`src/rtl/sscfg_pkg.sv`:
```
package sscfg_pkg;

    localparam int PIN_W     = 8;
    localparam int B_CLK     = 0;   // serial clock, inverted by the board
    localparam int B_PROG    = 1;   // PROG request
    localparam int B_TERM_A  = 2;   // termination toggle A
    localparam int B_TERM_B  = 3;   // termination toggle B
    localparam int B_DIN     = 6;   // serial data
    localparam int B_TERM_EN = 7;   // termination enable level
    localparam int TERM_GRP  = 8;   // samples per termination group

    typedef logic [PIN_W-1:0] pins_t;

    typedef enum logic [2:0] {
        S_IDLE   = 3'd0,
        S_TERM   = 3'd1,
        S_PRE    = 3'd2,
        S_PULSE  = 3'd3,
        S_WAIT   = 3'd4,
        S_STREAM = 3'd5,
        S_DONE   = 3'd6,
        S_FAIL   = 3'd7
    } seq_state_e;

    // Output of the bit encoder toward the sequencer
    typedef struct packed {
        logic  have;       // a byte is being encoded
        logic  final_smp;  // current sample is the byte's last one
        logic  last_byte;  // the held byte closes the stream
        pins_t sample;     // pin value of the current sample
    } enc_t;

    function automatic pins_t idle_pins();
        pins_t p = '0;
        p[B_CLK] = 1'b1;
        return p;
    endfunction

    function automatic pins_t prog_pins();
        pins_t p = idle_pins();
        p[B_PROG] = 1'b1;
        return p;
    endfunction

    // Position 0 and odd positions use toggle A, other even positions toggle B
    function automatic pins_t term_pins(input logic [2:0] pos);
        pins_t p = '0;
        p[B_TERM_EN] = 1'b1;
        if (pos != 3'd0 && !pos[0]) p[B_TERM_B] = 1'b1;
        else                         p[B_TERM_A] = 1'b1;
        return p;
    endfunction

    function automatic pins_t data_pins(input logic din, input logic clk_hi);
        pins_t p = '0;
        p[B_DIN] = din;
        p[B_CLK] = clk_hi;
        return p;
    endfunction

    function automatic int max3(input int a, input int b, input int c);
        int m = a;
        if (b > m) m = b;
        if (c > m) m = c;
        return m;
    endfunction

endpackage

```
`src/rtl/sscfg_tick.sv`:
```
module sscfg_tick #(
    parameter int DIV = 133
) (
    input  logic clk,
    input  logic rst,
    input  logic restart,
    output logic tick
);
    generate
        if (DIV <= 1) begin : g_every
            assign tick = 1'b1;
        end else begin : g_count
            localparam int CW = $clog2(DIV);
            localparam logic [CW-1:0] LAST = CW'(DIV - 1);
            logic [CW-1:0] div_q;

            always_ff @(posedge clk) begin
                if (rst || restart)   div_q <= '0;
                else if (div_q == LAST) div_q <= '0;
                else                  div_q <= div_q + 1'b1;
            end

            assign tick = (div_q == LAST);
        end
    endgenerate
endmodule

```
`src/rtl/sscfg_bitenc.sv`:
```
module sscfg_bitenc
    import sscfg_pkg::*;
#(
    parameter int DATA_W = 8
) (
    input  logic              clk,
    input  logic              rst,
    input  logic              clr,
    input  logic              en,
    input  logic              tick,
    input  logic [DATA_W-1:0] byte_i,
    input  logic              last_i,
    input  logic              valid_i,
    output logic              ready_o,
    output enc_t              enc_o
);
    localparam int IW = (DATA_W > 1) ? $clog2(DATA_W) : 1;
    localparam logic [IW-1:0] LAST_IDX = IW'(DATA_W - 1);

    logic [DATA_W-1:0] sh_q;
    logic              lst_q;
    logic              loaded_q;
    logic [IW-1:0]     idx_q;
    logic              ph_q;     // 0: clock-high sample, 1: clock-low sample

    assign ready_o = en && !loaded_q;

    always_ff @(posedge clk) begin
        if (rst || clr) begin
            sh_q     <= '0;
            lst_q    <= 1'b0;
            loaded_q <= 1'b0;
            idx_q    <= '0;
            ph_q     <= 1'b0;
        end else if (ready_o && valid_i) begin
            sh_q     <= byte_i;
            lst_q    <= last_i;
            loaded_q <= 1'b1;
            idx_q    <= '0;
            ph_q     <= 1'b0;
        end else if (en && tick && loaded_q) begin
            if (!ph_q) begin
                ph_q <= 1'b1;
            end else begin
                ph_q <= 1'b0;
                sh_q <= sh_q << 1;
                if (idx_q == LAST_IDX) begin
                    loaded_q <= 1'b0;
                    idx_q    <= '0;
                end else begin
                    idx_q <= idx_q + 1'b1;
                end
            end
        end
    end

    always_comb begin
        enc_o.have      = loaded_q;
        enc_o.final_smp = ph_q && (idx_q == LAST_IDX);
        enc_o.last_byte = lst_q;
        enc_o.sample    = data_pins(sh_q[DATA_W-1], !ph_q);
    end
endmodule

```
`src/rtl/sscfg_fsm.sv`:
```
module sscfg_fsm
    import sscfg_pkg::*;
#(
    parameter int TERM_REPS    = 4,
    parameter int PROG_LEN     = 2,
    parameter int INIT_TIMEOUT = 7500,
    parameter int MAX_TRIES    = 10
) (
    input  logic  clk,
    input  logic  rst,
    input  logic  tick,
    input  logic  go,
    input  logic  init_i,
    input  enc_t  enc_i,
    output pins_t pins_o,
    output logic  stream_o,
    output logic  restart_o,
    output logic  done_o,
    output logic  err_o
);
    localparam int TERM_LEN = TERM_REPS * TERM_GRP;
    localparam int CNT_MAX  = max3(TERM_LEN, PROG_LEN, INIT_TIMEOUT);
    localparam int CW       = $clog2(CNT_MAX + 1) < 3 ? 3 : $clog2(CNT_MAX + 1);
    localparam int TW       = $clog2(MAX_TRIES + 1) < 1 ? 1 : $clog2(MAX_TRIES + 1);
    localparam logic [CW-1:0] TERM_END = CW'(TERM_LEN - 1);
    localparam logic [CW-1:0] PROG_END = CW'(PROG_LEN - 1);
    localparam logic [CW-1:0] WAIT_END = CW'(INIT_TIMEOUT - 1);
    localparam logic [TW-1:0] TRY_END  = TW'(MAX_TRIES - 1);

    seq_state_e     st_q;
    logic [CW-1:0]  cnt_q;
    logic [TW-1:0]  tries_q;
    logic           fin_q;
    pins_t          pins_q;
    logic           accept;

    assign accept    = go && (st_q == S_IDLE || st_q == S_DONE || st_q == S_FAIL);
    assign restart_o = accept;
    assign stream_o  = (st_q == S_STREAM) && !fin_q;
    assign pins_o    = pins_q;
    assign done_o    = (st_q == S_DONE);
    assign err_o     = (st_q == S_FAIL);

    always_ff @(posedge clk) begin
        if (rst) begin
            st_q    <= S_IDLE;
            cnt_q   <= '0;
            tries_q <= '0;
            fin_q   <= 1'b0;
            pins_q  <= idle_pins();
        end else if (accept) begin
            st_q    <= S_TERM;
            cnt_q   <= '0;
            tries_q <= '0;
            fin_q   <= 1'b0;
        end else if (tick) begin
            unique case (st_q)
                S_TERM: begin
                    pins_q <= term_pins(cnt_q[2:0]);
                    if (cnt_q == TERM_END) begin
                        st_q  <= S_PRE;
                        cnt_q <= '0;
                    end else begin
                        cnt_q <= cnt_q + 1'b1;
                    end
                end
                S_PRE: begin
                    pins_q <= idle_pins();
                    st_q   <= S_PULSE;
                    cnt_q  <= '0;
                end
                S_PULSE: begin
                    pins_q <= prog_pins();
                    if (cnt_q == PROG_END) begin
                        st_q  <= S_WAIT;
                        cnt_q <= '0;
                    end else begin
                        cnt_q <= cnt_q + 1'b1;
                    end
                end
                S_WAIT: begin
                    pins_q <= idle_pins();
                    if (init_i) begin
                        st_q  <= S_STREAM;
                        fin_q <= 1'b0;
                        cnt_q <= '0;
                    end else if (cnt_q == WAIT_END) begin
                        cnt_q <= '0;
                        if (tries_q == TRY_END) begin
                            st_q <= S_FAIL;
                        end else begin
                            tries_q <= tries_q + 1'b1;
                            st_q    <= S_TERM;
                        end
                    end else begin
                        cnt_q <= cnt_q + 1'b1;
                    end
                end
                S_STREAM: begin
                    if (fin_q) begin
                        st_q   <= S_DONE;
                        pins_q <= idle_pins();
                    end else if (enc_i.have) begin
                        pins_q <= enc_i.sample;
                        if (enc_i.final_smp && enc_i.last_byte) fin_q <= 1'b1;
                    end
                end
                default: begin
                    pins_q <= idle_pins();
                end
            endcase
        end
    end
endmodule

```
`src/rtl/sscfg_seq.sv`:
```
module sscfg_seq
    import sscfg_pkg::*;
#(
    parameter int SAMPLE_DIV   = 133,
    parameter int DATA_W       = 8,
    parameter int TERM_REPS    = 4,
    parameter int PROG_LEN     = 2,
    parameter int INIT_TIMEOUT = 7500,
    parameter int MAX_TRIES    = 10
) (
    input  logic              clk,
    input  logic              rst,
    input  logic              go,
    input  logic [DATA_W-1:0] cfg_data,
    input  logic              cfg_last,
    input  logic              cfg_valid,
    output logic              cfg_ready,
    input  logic              init_in,
    output logic [PIN_W-1:0]  pins,
    output logic              done,
    output logic              err
);
    logic  tick;
    logic  restart;
    logic  stream_en;
    enc_t  enc;
    pins_t pins_w;

    sscfg_tick #(.DIV(SAMPLE_DIV)) u_tick (
        .clk     (clk),
        .rst     (rst),
        .restart (restart),
        .tick    (tick)
    );

    sscfg_bitenc #(.DATA_W(DATA_W)) u_enc (
        .clk     (clk),
        .rst     (rst),
        .clr     (restart),
        .en      (stream_en),
        .tick    (tick),
        .byte_i  (cfg_data),
        .last_i  (cfg_last),
        .valid_i (cfg_valid),
        .ready_o (cfg_ready),
        .enc_o   (enc)
    );

    sscfg_fsm #(
        .TERM_REPS    (TERM_REPS),
        .PROG_LEN     (PROG_LEN),
        .INIT_TIMEOUT (INIT_TIMEOUT),
        .MAX_TRIES    (MAX_TRIES)
    ) u_fsm (
        .clk       (clk),
        .rst       (rst),
        .tick      (tick),
        .go        (go),
        .init_i    (init_in),
        .enc_i     (enc),
        .pins_o    (pins_w),
        .stream_o  (stream_en),
        .restart_o (restart),
        .done_o    (done),
        .err_o     (err)
    );

    assign pins = pins_w;
endmodule

```
`config.mk`:
```
export PLATFORM = sky130hd
export DESIGN_NAME = sscfg_seq
export DESIGN_NICKNAME = d
export VERILOG_FILES = /design/src/rtl/sscfg_pkg.sv /design/src/rtl/sscfg_tick.sv /design/src/rtl/sscfg_bitenc.sv /design/src/rtl/sscfg_fsm.sv /design/src/rtl/sscfg_seq.sv
export SDC_FILE = /design/constraint.sdc
export NUM_CORES = 1
export LEC_CHECK = 0
export BUFFER_PORTS_ARGS = -buffer_cell sky130_fd_sc_hd__buf_2
export CAP_MARGIN = 20
export CELL_PAD_IN_SITES_DETAIL_PLACEMENT = 2
export CELL_PAD_IN_SITES_GLOBAL_PLACEMENT = 2
export CORE_UTILIZATION = 32
export DETAILED_ROUTE_END_ITERATION = 10
export GPL_ROUTABILITY_DRIVEN = 0
export PLACE_DENSITY_LB_ADDON = 0.08
export SYNTH_ARGS = -nofsm -noshare
export SYNTH_HDL_FRONTEND = slang
export SYNTH_SLANG_ARGS = --single-unit
```
`constraint.sdc`:
```
create_clock -name clk -period 2.15 [get_ports clk]
set_input_delay 0.5375 -clock clk [delete_from_list [all_inputs] [get_ports clk]]
set_output_delay 0.5375 -clock clk [all_outputs]
set_load 0.02 [all_outputs]
```
==> metrics.log, run 1 <==
INFO  metric cellLeakagePower = 0.00113 uW
INFO  metric clock_sink_count = 49
INFO  metric max_cap_violations = 0
INFO  metric cp.required = 2.34 ns
INFO  metric hold_ws = 0.463 ns
INFO  metric seq_area = 986 sq um
INFO  metric drcViolationCount = 0
INFO  metric globalRoute.totalOverflow = 0
INFO  metric worst-setup-path-type = reg -> reg
INFO  metric postLayoutCellArea = 0.00302 sq mm
INFO  metric pins_over_their_slew_limit = 0
INFO  metric route.antenna.remaining_nets = 0
INFO  metric chipWidth = 90.6 microns
INFO  metric unrepaired_setup_endpoints_after_global_routing = true
INFO  metric ctsLongestPathBuffers = 2
INFO  metric postSynth.topFlopCell = sky130_fd_sc_hd__dfxtp_1
INFO  metric vias = 2201
INFO  metric worst_path_largest_cell_delay = 0.56 ns
INFO  metric die_y = 90.6 microns
INFO  metric tightest_slew = 0.491 ns
INFO  metric synth.cell_area = 0.00251 sq mm
INFO  metric num_io_pins = 25
INFO  metric synth_cell_types = 51
INFO  metric synth_async_sr_flop_share = 0
INFO  metric syn-instance-count = 296
INFO  metric post_dp_hpwl = 5270 microns
INFO  metric synth_largest_type_area_fraction = 0.391
INFO  metric holdPathStages = 2
INFO  metric area_delta_synth_final = 20.2%
INFO  metric path_depth = 6
INFO  metric dp_slack = -0.0139 ns
INFO  metric core = 0.00741 sq mm
INFO  metric vias_in_the_first_global_route = 2293
INFO  metric cts-root-buf = sky130_fd_sc_hd__clkbuf_8
INFO  metric layout_setup_ws = 0.0836 ns
INFO  metric antenna_found_initial = 0
INFO  metric synth_top_cells_by_count = 49 x sky130_fd_sc_hd__dfxtp_1, 43 x sky130_fd_sc_hd__nor2_1, 26 x sky130_fd_sc_hd__nand2_1, 20 x sky130_fd_sc_hd__nand3_1, 16 x sky130_fd_sc_hd__a21oi_1
INFO  metric post_synth_xor_area_fraction = 0.0663
INFO  metric cts_tree = yes
INFO  metric crit_arrival = 2.26 ns
INFO  metric synth.area.top_cells = sky130_fd_sc_hd__dfxtp_1 39%, sky130_fd_sc_hd__nor2_1 6.4%, sky130_fd_sc_hd__xor2_1 4.9%
INFO  metric fin_crit = 2.07 ns
INFO  metric floorplan.die_area = 0.00821 sq mm
INFO  metric num-nets-final = 360
INFO  metric dr.pass1.iters = 4
INFO  metric synth_area_leader_cell = sky130_fd_sc_hd__dfxtp_1
INFO  metric endpoint_kind = register
INFO  metric routed_wl = 6840 microns
INFO  metric yosys.area_share.adder = 0.0448
INFO  metric clock_insertion_delay_worst_skew = 0.30 ns
INFO  metric finalHoldViolations = 0
INFO  metric critPathSlowestCell = sky130_fd_sc_hd__or4b_4
INFO  metric multiInputGateArea = 0.00143 sq mm
INFO  metric num_antenna_cells = 0
INFO  metric hold_path.class = reg -> reg
INFO  metric critical_path_peak_fanout = 5
INFO  metric synth_edf_count = 0
INFO  metric synth_mux_area_frac = 0.0399
INFO  metric cts.hold.buffers_added = 0
INFO  metric floorplan.initialDensity = 0.339
INFO  metric cts-buffers-inserted = 5
INFO  metric outcome = finished clean
INFO  metric setup-tns-final = 0 ns
INFO  metric grt_start_max_net_pins = 20
INFO  metric synth_sequential_area_ratio = 0.391
INFO  metric detail_route.wl_per_cell = 15.6 microns
INFO  metric finalSetupViolations = 0
INFO  metric grt_pass1_wl = 11700 microns
INFO  metric synth_compound_gate_area_share = 0.109
INFO  metric category_of_cells_accounting_for_the_largest_share_of_critical_path_delay = simple AND/OR/NAND/NOR gates
INFO  metric max-slew-margin-rel = 0.670
INFO  metric worst_path_cell_chain = or4b_4 -> or2_4 -> or3_1 -> buf_4 -> nand2_1 -> a21oi_1
INFO  metric placed_cell_area = 0.00286 sq mm
INFO  metric finalClockSkew = 0.00523 ns
INFO  metric post-synth-top-count-cell = sky130_fd_sc_hd__dfxtp_1
INFO  metric yosys.area_share.simple = 0.293
INFO  metric maximum_resistive_drop_on_vdd = 0.000253 V
INFO  metric dominant_combinational_cell_family_by_area_after_synthesis = simple AND/OR/NAND/NOR gates
INFO  metric critical_path.startpoint_type = register
INFO  metric detailedRoute.firstIterationViolations = 65
INFO  metric postSynthRegisterBits = 49
INFO  metric worst-r2r-cell-count = 6
INFO  metric power.density = 565 mW/mm^2
INFO  metric drive_above_1_share = 0.228
INFO  metric final_core_utilization = 0.407
INFO  metric h_tree_depth = 2
INFO  metric std_cell_rows = 31
INFO  metric path_buf_inv = 1
INFO  metric timing.fmax = 484 MHz
INFO  metric grt.total_usage = 0.177
INFO  metric post-route-period-util = 0.961
INFO  metric avgViaCountPerCell = 5.04
INFO  metric path_clk_slew = 0.09 ns
INFO  metric yosysWarnings = 0
INFO  metric avgSynthCellArea = 8.48 sq um
INFO  metric port-buffer-count = 22
INFO  metric filler_cell_count = 862
==> registers in the layout, indices dropped and copies added (netlist names) <==
| register | cells |
|---|---|
| u_fsm.cnt_q | 13 |
| u_enc.lst_q | 1 |
| u_fsm.pins_o | 6 |
| u_tick.g_count.div_q | 8 |
| u_enc.loaded_q | 1 |
| u_fsm.st_q | 3 |
| u_fsm.tries_q | 4 |
| u_enc.sh_q | 8 |
| u_fsm.fin_q | 1 |
| u_enc.idx_q | 3 |
| u_enc.ph_q | 1 |
==> worst paths after layout <==
kind | from | to | slack [ns]
hold reg to reg | u_fsm.pins_o[7] | u_fsm.pins_o[7] | 0.46
setup / recovery | u_tick.g_count.div_q[4] | u_fsm.pins_o[2] | 0.08
hold / removal | u_fsm.pins_o[7] | u_fsm.pins_o[7] | 0.46
setup reg to reg | u_tick.g_count.div_q[4] | u_fsm.pins_o[2] | 0.08
==> routing by layer <==
metal | track usage | up-vias | wire (microns) | part of all wire
met3 | 0.0286 | 7 | 192 | 0.028
met1 | 0.244 | 1057 | 3470 | 0.51
met4 | 0.0444 | 0 | 75 | 0.011
li1 | - | 1107 | - | -
met5 | 0 | - | 0 | 0
met2 | 0.284 | 30 | 3090 | 0.45
==> logic make-up (layout without fill, tap and decap cells) <==
| logic type | after synthesis | count (layout) |
|---|---|---|
| AO/OA/AOI/OAI | 42 | 42 |
| XOR/XNOR | 19 | 19 |
| adder cells (fa/ha/maj) | 9 | 9 |
| buffers and inverters | 26 | 67 |
| flip-flops | 49 | 49 |
| multiplexers | 10 | 10 |
| other | 1 | 2 |
| AND/OR/NAND/NOR | 140 | 140 |
==> worst register-to-register path, cell delays in order (launching register included) <==
cell                      delay, ns
sky130_fd_sc_hd__dfxtp_1       0.34
sky130_fd_sc_hd__or4b_4        0.56
sky130_fd_sc_hd__or2_4         0.31
sky130_fd_sc_hd__or3_1         0.43
sky130_fd_sc_hd__buf_4         0.18
sky130_fd_sc_hd__nand2_1       0.07
sky130_fd_sc_hd__a21oi_1       0.06
==> cells in the final DEF (no fill, tap or decap), types with 2 or more instances in the layout <==
cell type and n:
sky130_fd_sc_hd__a211oi_1 8, sky130_fd_sc_hd__a21oi_1 15, sky130_fd_sc_hd__a22oi_1 2, sky130_fd_sc_hd__and3_1 5, sky130_fd_sc_hd__and3_2 2, sky130_fd_sc_hd__and4_1 2
sky130_fd_sc_hd__buf_2 22, sky130_fd_sc_hd__buf_4 26, sky130_fd_sc_hd__clkbuf_8 6, sky130_fd_sc_hd__conb_1 2, sky130_fd_sc_hd__dfxtp_1 45, sky130_fd_sc_hd__dfxtp_2 4
sky130_fd_sc_hd__ha_1 9, sky130_fd_sc_hd__inv_1 10, sky130_fd_sc_hd__mux2i_1 10, sky130_fd_sc_hd__nand2_1 26, sky130_fd_sc_hd__nand2b_1 3, sky130_fd_sc_hd__nand3_1 20
sky130_fd_sc_hd__nand3b_1 5, sky130_fd_sc_hd__nand4_1 6, sky130_fd_sc_hd__nor2_1 42, sky130_fd_sc_hd__nor2_2 2, sky130_fd_sc_hd__nor3_1 10, sky130_fd_sc_hd__o21ai_0 4
sky130_fd_sc_hd__o31ai_1 3, sky130_fd_sc_hd__or3_1 2, sky130_fd_sc_hd__or3_2 2, sky130_fd_sc_hd__xnor2_1 5, sky130_fd_sc_hd__xor2_1 14
==> per-stage QoR <==
stage	power (uW)	instances
global placement	1030	428
detailed placement	1030	428
global route	1780	437
CTS	1740	436
floorplan	994	297
finish	1700	437
==> area by class of cell <==
class                   instances  area share
repair buffers                 49       0.108
well taps                      99      0.0410
flip-flops and latches         49       0.327
inverters                      10      0.0124
multi-input cells             222       0.473
clock inverters                 1     0.00995
clock buffers                   7      0.0286
==> report_power, final <==
group          total (uW)  leakage [uW]  internal [uW]  switching, uW
Combinational        91.6      0.000670           35.5           56.1
Sequential            918      0.000397            912           6.32
Clock                 694     0.0000585            380            315
==> timing repair <==
| action | CTS | global route |
|---|---|---|
| resized for setup | 1 | 9 |
| setup buffers | 0 | 1 |
| cloned | 0 | 0 |
| endpoints found under the setup margin | 1 | 23 |
| pin swaps | 0 | 2 |
| endpoints found under the hold margin | 0 | 0 |
(Power assumes the default switching activity.)
==> inputs of run 2 (changes only) <==
- CTS_BUF_LIST: unset -> sky130_fd_sc_hd__clkbuf_16
- PLACE_DENSITY: unset -> 0.8
- PLACE_DENSITY_LB_ADDON: 0.08 -> unset
==> metrics.log, run 2 (synthesized netlist as in run 1, its figures left out) <==
INFO  metric share_clk_of_total_power = 0.455 (+0.048)
INFO  metric core = 0.00741 sq mm (unchanged)
INFO  metric clock_insertion_delay_worst_skew = 0.30 ns (about the same)
INFO  metric maximum_resistive_drop_on_vdd = 0.000379 V (+50%)
INFO  metric pwr-share-seq = 0.496 (-0.043)
INFO  metric setup-tns-final = 0 ns (unchanged)
INFO  metric hold_path.class = reg -> reg
INFO  metric floorplan.initialDensity = 0.339 (unchanged)
INFO  metric fin_crit = 2.09 ns (+0.0272 ns)
INFO  metric vias_in_the_first_global_route = 2386 (+4.1%)
INFO  metric finalHoldViolations = 0 (unchanged)
INFO  metric postLayoutCellArea = 0.00305 sq mm (+1.2%)
INFO  metric timing.critical_path.to = u_fsm.st_q[2]
INFO  metric detailedRoute.firstIterationViolations = 64 (-1.5%)
INFO  metric antenna_found_initial = 0 (unchanged)
INFO  metric max_cap_violations = 0 (unchanged)
INFO  metric number_of_flip_flops_in_the_largest_register = 13 (unchanged)
INFO  metric max-slew-margin-rel = 0.664 (-0.00591)
INFO  metric worst-setup-path-type = reg -> reg
INFO  metric num_antenna_cells = 0 (unchanged)
INFO  metric std_cell_rows = 31 (unchanged)
INFO  metric critical_path_peak_fanout = 5 (unchanged)
INFO  metric route.antenna.remaining_nets = 0 (unchanged)
INFO  metric crit_arrival = 2.26 ns (about the same)
INFO  metric detail_route.wl_per_cell = 18.2 microns (+16%)
INFO  metric mostFrequentLayoutCells = 46 x sky130_fd_sc_hd__dfxtp_1, 42 x sky130_fd_sc_hd__nor2_1, 26 x sky130_fd_sc_hd__nand2_1
INFO  metric switching_share = 0.249 (+0.0278)
INFO  metric drcViolationCount = 0 (unchanged)
INFO  metric worst_path_largest_cell_delay = 0.44 ns (-0.12 ns)
INFO  metric grt_start_max_net_pins = 20 (unchanged)
INFO  metric critPathSlowestCell = sky130_fd_sc_hd__dfxtp_1
INFO  metric power.combinational.fraction = 0.049 (-0.005)
INFO  metric endpoint_kind = register
INFO  metric netSwitchingPower = 462 uW (+23%)
INFO  metric vias = 2274 (+3.3%)
INFO  metric path_depth = 7 (+1)
INFO  metric dr.pass1.iters = 4 (unchanged)
INFO  metric tightest_slew = 0.503 ns (+0.0120 ns)
INFO  metric placed_cell_area = 0.00284 sq mm (-0.61%)
INFO  metric placed_cells = 424 (-0.93%)
INFO  metric critical_path.startpoint_type = register
INFO  metric cts.hold.buffers_added = 0 (unchanged)
INFO  metric clock_sink_count = 49 (unchanged)
INFO  metric critical_path.reg2reg.startpoint = u_fsm.cnt_q[1]
INFO  metric registers.top_by_ff_count = u_fsm.cnt_q
INFO  metric power.density = 608 mW/mm^2 (+7.7%)
INFO  metric worst_path_cell_chain = ha_1 -> and4_1 -> nand4_1 -> buf_4 -> and2_1 -> nor4_1 -> a221oi_1
INFO  metric num-nets-final = 356 (-1.1%)
INFO  metric cts-buffers-inserted = 5 (unchanged)
INFO  metric r2r_slack = 0.06 ns (-0.03 ns)
INFO  metric path_buf_inv = 1 (unchanged)
INFO  metric ctsLongestPathBuffers = 2 (unchanged)
INFO  metric cp.required = 2.31 ns (-0.03 ns)
INFO  metric biggestRegsByFlops = u_fsm.cnt_q (13), u_enc.sh_q (8), u_tick.g_count.div_q (8)
INFO  metric floorplan.die_area = 0.00821 sq mm (unchanged)
INFO  metric worst-r2r-cell-count = 7 (+1)
INFO  metric area_delta_synth_final = 21.6%
INFO  metric worstSetupStartpoint = u_fsm.cnt_q[1]
INFO  metric cts_tree = yes
INFO  metric timing.fmax = 478 MHz (-1.3%)
INFO  metric power.total = 1860 uW (+8.9%)
INFO  metric finalClockSkew = 0.00746 ns (+0.00223 ns)
INFO  metric category_of_cells_accounting_for_the_largest_share_of_critical_path_delay = simple AND/OR/NAND/NOR gates
INFO  metric globalRoute.totalOverflow = 0 (unchanged)
INFO  metric outcome = finished clean
INFO  metric commonest_non_fill_non_tap_cell_in_the_layout = sky130_fd_sc_hd__dfxtp_1
INFO  metric h_tree_depth = 2 (unchanged)
INFO  metric worst_r2r_endpoint = u_fsm.st_q[2]
INFO  metric cellLeakagePower = 0.00115 uW (+2.0%)
INFO  metric path_clk_slew = 0.07 ns (-0.02 ns)
INFO  metric num_io_pins = 25 (unchanged)
INFO  metric intPower = 1390 uW (+5.0%)
INFO  metric routed_wl = 7870 microns (+15%)
INFO  metric post_dp_hpwl = 5210 microns (-1.1%)
INFO  metric post-route-period-util = 0.974 (+0.0126)
INFO  metric grt.total_usage = 0.191 (+0.0144)
INFO  metric drive_above_1_share = 0.225 (-0.00326)
INFO  metric cts-root-buf = sky130_fd_sc_hd__clkbuf_16
INFO  metric port-buffer-count = 22 (unchanged)
INFO  metric pins_over_their_slew_limit = 0 (unchanged)
INFO  metric final-instance-count-excl-fill = 433 (-0.92%)
INFO  metric avgViaCountPerCell = 5.25 (+4.3%)
INFO  metric die_y = 90.6 microns (unchanged)
INFO  metric chipWidth = 90.6 microns (unchanged)
INFO  metric finalSetupViolations = 0 (unchanged)
INFO  metric grt_pass1_wl = 12500 microns (+6.6%)
==> run 2: layout make-up <==
type                    instances  area (sq um)
fillers                       824          4360
multi-input cells             222          1450
flip-flops and latches         49           985
repair buffers                 45           308
clock buffers                   5           125
well taps                      99           124
inverters                      10          37.5
clock inverters                 3          28.8
==> run 2: repair_timing <==
| item | 4_1_cts | 5_1_grt |
|---|---|---|
| hold endpoints to repair | 0 | 0 |
| setup endpoints to repair | 7 | 20 |
| buffers inserted | 0 | 2 |
| resized for setup | 3 | 9 |
| pin swaps | 0 | 6 |
==> run 2: worst min-delay path, stage by stage, from the launching register on <==
cell	delay (ns)
sky130_fd_sc_hd__dfxtp_1	0.31
sky130_fd_sc_hd__nand2_1	0.05
sky130_fd_sc_hd__a21oi_1	0.05
==> run 2: how the worst min path moves through the flow <==
stage,start,to,slack [ns],cells past startpoint
after global placement,u_fsm.pins_o[2],u_fsm.pins_o[2],0.44,2
after detailed placement,u_fsm.pins_o[3],u_fsm.pins_o[3],0.45,2
after CTS,u_fsm.pins_o[3],u_fsm.pins_o[3],0.46,2
after global routing,cfg_last,u_enc.lst_q,0.47,3
final,u_fsm.pins_o[3],u_fsm.pins_o[3],0.46,2
after floorplan,u_enc.lst_q,u_enc.lst_q,0.43,2
==> run 2: per-layer routing <==
metal / share of wire / vias to the layer above / GRT usage / wire, microns
met3: 0.024 / 6 / 0.0311 / 186
met2: 0.50 / 31 / 0.332 / 3930
met4: 0.010 / 0 / 0.0484 / 79
met5: 0 / - / 0 / 0
li1: - / 1102 / - / -
met1: 0.47 / 1135 / 0.244 / 3680
==> run 2: per-stage QoR <==
stage                      util  worst slack (ns)  hold WS (ns)
after floorplan               -             0.102         0.435
after global placement    0.383            0.0517         0.437
after detailed placement  0.383          -0.00714         0.453
after CTS                 0.406           0.00861         0.461
after global routing      0.412           -0.0955         0.473
final                     0.412            0.0564         0.456
==> run 2: power by group through the flow <==
stage | combinational (uW) | sequential [uW] | clock, uW
after global routing | 99.6 | 920 | 906
after detailed placement | 87.5 | 941 | 0
after CTS | 90.8 | 919 | 872
after floorplan | 56.3 | 937 | 0
final | 91.5 | 920 | 845
after global placement | 83.9 | 941 | 0
